$ cat config.mk
export PLATFORM = sky130hd
export DESIGN_NAME = npc3_gate_gen
export DESIGN_NICKNAME = d
export VERILOG_FILES = /design/src/rtl/npc3_pkg.sv /design/src/rtl/npc3_phase_acc.sv /design/src/rtl/npc3_level_sel.sv /design/src/rtl/npc3_pair_dt.sv /design/src/rtl/npc3_gate_map.sv /design/src/rtl/npc3_gate_gen.sv
export SDC_FILE = /design/constraint.sdc
export NUM_CORES = 1
export LEC_CHECK = 0
export ABC_AREA = 1
export ABC_CLOCK_PERIOD_IN_PS = 6850
export BUFFER_PORTS_ARGS = -buffer_cell sky130_fd_sc_hd__buf_2
export CAP_MARGIN = 20
export CORE_UTILIZATION = 25
export CTS_BUF_LIST = sky130_fd_sc_hd__clkbuf_8
export DETAILED_ROUTE_END_ITERATION = 6
export HOLD_SLACK_MARGIN = 0.15
export PLACE_DENSITY_LB_ADDON = 0.15
export SLEW_MARGIN = 0
export SYNTH_ARGS = -nofsm -noshare
export SYNTH_HDL_FRONTEND = slang
export SYNTH_SLANG_ARGS = --single-unit
$ cat constraint.sdc
create_clock -name clk_i -period 6.85 [get_ports clk_i]
set_clock_uncertainty 0.1 [all_clocks]
set_input_delay 0 -clock clk_i [delete_from_list [all_inputs] [get_ports clk_i]]
set_output_delay 0 -clock clk_i [all_outputs]
set_load 0.01 [all_outputs]
$ cat src/rtl/npc3_pkg.sv
package npc3_pkg;
  typedef enum logic [1:0] {
    LVL_MID = 2'b00,
    LVL_POS = 2'b01,
    LVL_NEG = 2'b11
  } lvl_e;

  localparam int unsigned LEGS = 3;
  localparam int unsigned SW_PER_LEG = 4;
endpackage

$ cat src/rtl/npc3_phase_acc.sv
module npc3_phase_acc #(
  parameter int unsigned W = 12
) (
  input  logic         clk,
  input  logic         rst,
  input  logic         en,
  input  logic [W-1:0] step_i,
  input  logic [W-2:0] alpha_i,
  output logic [W-1:0] ph_o,
  output logic [W-2:0] alpha_o,
  output logic         wrap_o
);
  localparam logic [W-2:0] QUARTER = (W-1)'(2**(W-2));

  logic [W-1:0] step_q;
  logic [W:0]   sum;
  logic         alpha_ok;

  assign sum      = {1'b0, ph_o} + {1'b0, step_q};
  assign alpha_ok = alpha_i < QUARTER;
  assign wrap_o   = en & sum[W];

  always_ff @(posedge clk) begin
    if (rst) begin
      ph_o    <= '0;
      step_q  <= '0;
      alpha_o <= '0;
    end else if (!en) begin
      ph_o   <= '0;
      step_q <= step_i;
      if (alpha_ok) alpha_o <= alpha_i;
    end else begin
      ph_o <= sum[W-1:0];
      if (sum[W]) begin
        step_q <= step_i;
        if (alpha_ok) alpha_o <= alpha_i;
      end
    end
  end
endmodule

$ cat src/rtl/npc3_level_sel.sv
module npc3_level_sel
  import npc3_pkg::*;
#(
  parameter int unsigned W = 12
) (
  input  logic         en,
  input  logic [W-1:0] ph,
  input  logic [W-2:0] alpha,
  output lvl_e         lvl [LEGS]
);
  localparam int unsigned THIRD = (2**W) / 3;
  localparam logic [W-1:0] HALF = W'(2**(W-1));

  for (genvar k = 0; k < LEGS; k++) begin : g_leg
    localparam logic [W-1:0] OFFK = W'((k * THIRD) % (2**W));
    logic [W-1:0] p;
    logic         act;

    assign p   = ph - OFFK;
    assign act = ({1'b0, p[W-2:0]} >= {1'b0, alpha}) &&
                 ({1'b0, p[W-2:0]} < (HALF - {1'b0, alpha}));

    always_comb begin
      if (!en || !act) lvl[k] = LVL_MID;
      else if (p[W-1]) lvl[k] = LVL_NEG;
      else             lvl[k] = LVL_POS;
    end
  end
endmodule

$ cat src/rtl/npc3_pair_dt.sv
module npc3_pair_dt #(
  parameter int unsigned DEAD   = 3,
  parameter bit          RST_HI = 1'b0
) (
  input  logic clk,
  input  logic rst,
  input  logic want_hi,
  output logic hi,
  output logic lo
);
  localparam int unsigned CW = $clog2(DEAD + 2);

  logic [CW-1:0] cnt;
  logic          want_lo;

  assign want_lo = ~want_hi;

  always_ff @(posedge clk) begin
    if (rst) begin
      hi  <= RST_HI;
      lo  <= ~RST_HI;
      cnt <= '0;
    end else if (hi == want_hi && lo == want_lo) begin
      cnt <= '0;
    end else if (hi | lo) begin
      hi  <= 1'b0;
      lo  <= 1'b0;
      cnt <= CW'(1);
    end else if (cnt >= CW'(DEAD)) begin
      hi  <= want_hi;
      lo  <= want_lo;
      cnt <= '0;
    end else begin
      cnt <= cnt + CW'(1);
    end
  end
endmodule

$ cat src/rtl/npc3_gate_map.sv
module npc3_gate_map
  import npc3_pkg::*;
#(
  parameter int unsigned DEAD = 3
) (
  input  logic                         clk,
  input  logic                         rst,
  input  lvl_e                         lvl [LEGS],
  output logic [LEGS*SW_PER_LEG-1:0]   gate_o,
  output logic [LEGS*2-1:0]            lvl_o
);
  for (genvar k = 0; k < LEGS; k++) begin : g_leg
    logic s1, s2, s3, s4;

    // outer pair: S1 on only at the positive level
    npc3_pair_dt #(.DEAD(DEAD), .RST_HI(1'b0)) u_outer (
      .clk(clk), .rst(rst), .want_hi(lvl[k] == LVL_POS), .hi(s1), .lo(s3)
    );
    // inner pair: S2 on unless at the negative level
    npc3_pair_dt #(.DEAD(DEAD), .RST_HI(1'b1)) u_inner (
      .clk(clk), .rst(rst), .want_hi(lvl[k] != LVL_NEG), .hi(s2), .lo(s4)
    );

    assign gate_o[SW_PER_LEG*k +: SW_PER_LEG] = {s4, s3, s2, s1};

    always_ff @(posedge clk) begin
      if (rst) lvl_o[2*k +: 2] <= LVL_MID;
      else     lvl_o[2*k +: 2] <= lvl[k];
    end
  end
endmodule

$ cat src/rtl/npc3_gate_gen.sv
module npc3_gate_gen
  import npc3_pkg::*;
#(
  parameter int unsigned W        = 12,
  parameter int unsigned DEAD_CYC = 3
) (
  input  logic         clk_i,
  input  logic         rst_i,
  input  logic         en_i,
  input  logic [W-1:0] step_i,
  input  logic [W-2:0] alpha_i,
  output logic [11:0]  gate_o,
  output logic [5:0]   lvl_o
);
  logic [W-1:0] ph;
  logic [W-2:0] alpha_act;
  logic         wrap;
  lvl_e         lvl [LEGS];

  npc3_phase_acc #(.W(W)) u_acc (
    .clk(clk_i), .rst(rst_i), .en(en_i), .step_i(step_i), .alpha_i(alpha_i),
    .ph_o(ph), .alpha_o(alpha_act), .wrap_o(wrap)
  );

  npc3_level_sel #(.W(W)) u_sel (
    .en(en_i), .ph(ph), .alpha(alpha_act), .lvl(lvl)
  );

  npc3_gate_map #(.DEAD(DEAD_CYC)) u_map (
    .clk(clk_i), .rst(rst_i), .lvl(lvl), .gate_o(gate_o), .lvl_o(lvl_o)
  );
endmodule

==> run metrics <==
outcome=finished, final reports clean; CP dominant cell by count=nand2_1; post-synthesis sequential area ratio=0.255; Syn Nets=907; clk buf depth=2; number of flops mapped to enable cells by yosys=0; number of fillers in the final layout=2,448; Yosys top cell area share=0.255; drt initial violations=203; Worst Path Required=7.05 ns; io pins=44; Design Area, Final=0.00643 mm²; final hold violations=0; total power=1.18 mW; Netlist cell types=45; Rows=54; Worst Max-Slew Pin Slew=0.808 ns; port buffer count=43; crit path cell chain=inv_1 > ha_1 > o21ai_0 > nand2_1 > inv_1 > nor2_1 > o21ai_0 > a21oi_1 > xor2_1 > ha_1 > a21oi_1 > a21boi_0 > nand2_1 > nor2_1 > nor2_4 > nand3_1 > nand2_1 > nand3_1 > nand2_1 > nor2_1; clock slew at reported path FFs=0.08 ns; Horiz. Die Dim=151 µm; core area=0.0218 mm²; Post-Synth XOR/XNOR Area=0.0315; vias in the first global route=4,842; kind of critical path=flop to flop; total track usage=0.133; area occupied by multi-input gates=0.00358 mm²; CP arrival=3.64 ns; CP Buf/Inv Count=2; leading area contributor after synthesis=dfxtp_1; CTS tree=yes; critical hold path startpoint=alpha_i[10]; pre-CTS WS=3.40 ns; Post-DRT Antenna Nets=0; Worst Hold Class=input pin to flop; Synth Area in Compound Gates=0.128; most numerous cell in the Yosys netlist=nand2_1; initial antenna violation count=0; top_reg_cell synth=dfxtp_1; synthesized-area fraction occupied by adder cells=0.210; placed insts=1,087; final WL=14.0 mm; cts bufs inserted=9; asr flop ratio synth=0; first-pass GRT wire length=23.5 mm; GP Congestion=0.760; worst reg2reg path depth=20; setup repair after global routing missed its margin=false; DRC Markers=0; dpl hpwl=11.3 mm; Post-CTS Setup Repair Bufs=0; Peak Freq=291 MHz; Period minus WS final=3.43 ns; Worst R2R Start=u_acc.ph_o[1]; die height=151 µm; number of vias per cell=4.34; setup_tns=0 ns; gr ovfl total=0; Final Setup Violations=0; fin nets=961; die area=0.0229 mm²; CP delay by family, top=compound AO/OA/AOI/OAI gates; Final Util=0.295; Critical path origin=u_acc.ph_o[1]; synth warn=0; Post-CTS Hold Buffers=24; CP endpoint kind=flop; post-synthesis instance total=788; top cells by count, synth=142 x nand2_1, 105 x nor2_1, 103 x inv_1, 92 x ha_1, 71 x dfxtp_1; Slew Viols, Final=0; Setup crit start kind=flop; Synth Area in Simple Gates=0.273; dpl cell area=0.00599 mm²; largest cells by area after synthesis=dfxtp_1 26%, ha_1 21%, nand2_1 9.6%, nor2_1 7.1%, inv_1 6.9%; via count=4,886; Initial Utilization=0.255; Finished Layout Cells=1,126; Max Cap Viol=0; hold_ws=0.209 ns; peak supply drop=0.0799 mV; Mapped Area=0.00557 mm²; crit-path max FO=7; drt pass-1 iters=4; critical path depth in cells=20; period utilisation layout=0.501; power density cells=183 mW/mm²; CTS H-tree lvls=3; layout cells sized above 1=0.111; Clock Latency Late Sink=0.37 ns; CTS root buf=clkbuf_8; mux contribution to synthesized area=0; Worst path max stage delay=0.44 ns; Worst slew margin=0.459; CP max stage cell=dfxtp_1; Hold Path Depth=3; antenna fix cells=0; setup slack after layout=3.42 ns; largest net degree at the start of global routing=35; Avg Cell Area, Syn=7.06 µm²; Yosys reg bits=71; largest family of logic cells by synthesized area=simple AND/OR/NAND/NOR gates; Area growth syn-to-layout=15.6%; Resize count post-CTS=0; sequential cell area=0.00142 mm²; average routed wire per standard cell=12.4 µm; Clock Sinks=71; Leak=3.18 nW
cell type report:
type	count	share of cell area
multi-input cells	580	0.556
well taps	280	0.0545
flip-flops and latches	71	0.221
clock buffers	10	0.0214
inverters	111	0.0648
repair buffers	69	0.0732
clock inverters	5	0.00914
sequential cells by signal (all words and copies together), names as in the netlist:
name / cells
u_map.g_leg.u_inner.cnt: 9
u_map.g_leg.u_inner.lo: 3
u_map.g_leg.u_outer.hi: 3
u_acc.alpha_o: 11
u_acc.ph_o: 12
u_map.g_leg.u_inner.hi: 3
u_map.g_leg.u_outer.lo: 3
u_map.g_leg.u_outer.cnt: 9
u_acc.step_q: 12
u_map.lvl_o: 6
placed cells by master (no fill, tap or decap), types with 3 or more instances in the layout:
cell type,count
o21ai_0,27
o21ai_1,16
a21oi_1,60
nor2_2,3
o31ai_1,4
nand4_1,10
nand2_1,142
nand3_1,41
inv_1,103
nor3_2,4
nor3_1,6
xor2_1,18
nand3_2,3
dlygate4sd3_1,24
ha_1,92
a21o_1,6
nor2_4,6
dfxtp_1,71
nand3b_1,4
a211o_1,4
buf_2,43
inv_2,7
nor2_1,105
nand2_2,5
clkbuf_8,10
worst paths after layout:
kind,end,slack (ns)
hold reg to reg,u_acc.alpha_o[10],0.37
setup / recovery,u_map.g_leg[1].u_outer.cnt[0],3.42
setup reg to reg,u_map.g_leg[1].u_outer.cnt[0],3.42
hold / removal,u_acc.alpha_o[10],0.21
kinds of logic after synthesis:
| family | Yosys count |
|---|---|
| buffers and inverters | 137 |
| and+or+nand+nor | 340 |
| adders and majority gates | 93 |
| DFF | 71 |
| AOI/OAI and AO/OA | 127 |
| xor gates and xnor gates | 20 |
worst reg2reg max path, delay by kind of cell, from the launching register on:
family	cells	cell delay (ns)
buffers and inverters	2	0.28
adders and majority gates	2	0.54
DFF	1	0.44
AOI/OAI and AO/OA	5	1.00
and+or+nand+nor	10	0.81
xor gates and xnor gates	1	0.21
report_power, final:
part	switching [mW]	total, mW	internal (mW)
logic	0.221	0.366	0.145
clock network	0.167	0.342	0.176
registers	0.0286	0.467	0.439
total	0.417	1.18	0.759
per-layer routing:
| layer | part of all wire | track usage |
|---|---|---|
| met5 | 0 | 0 |
| met2 | 0.45 | 0.218 |
| met1 | 0.52 | 0.177 |
| met3 | 0.021 | 0.0247 |
| met4 | 0.012 | 0.0385 |
No activity file was read; power rests on OpenSTA's default activity.
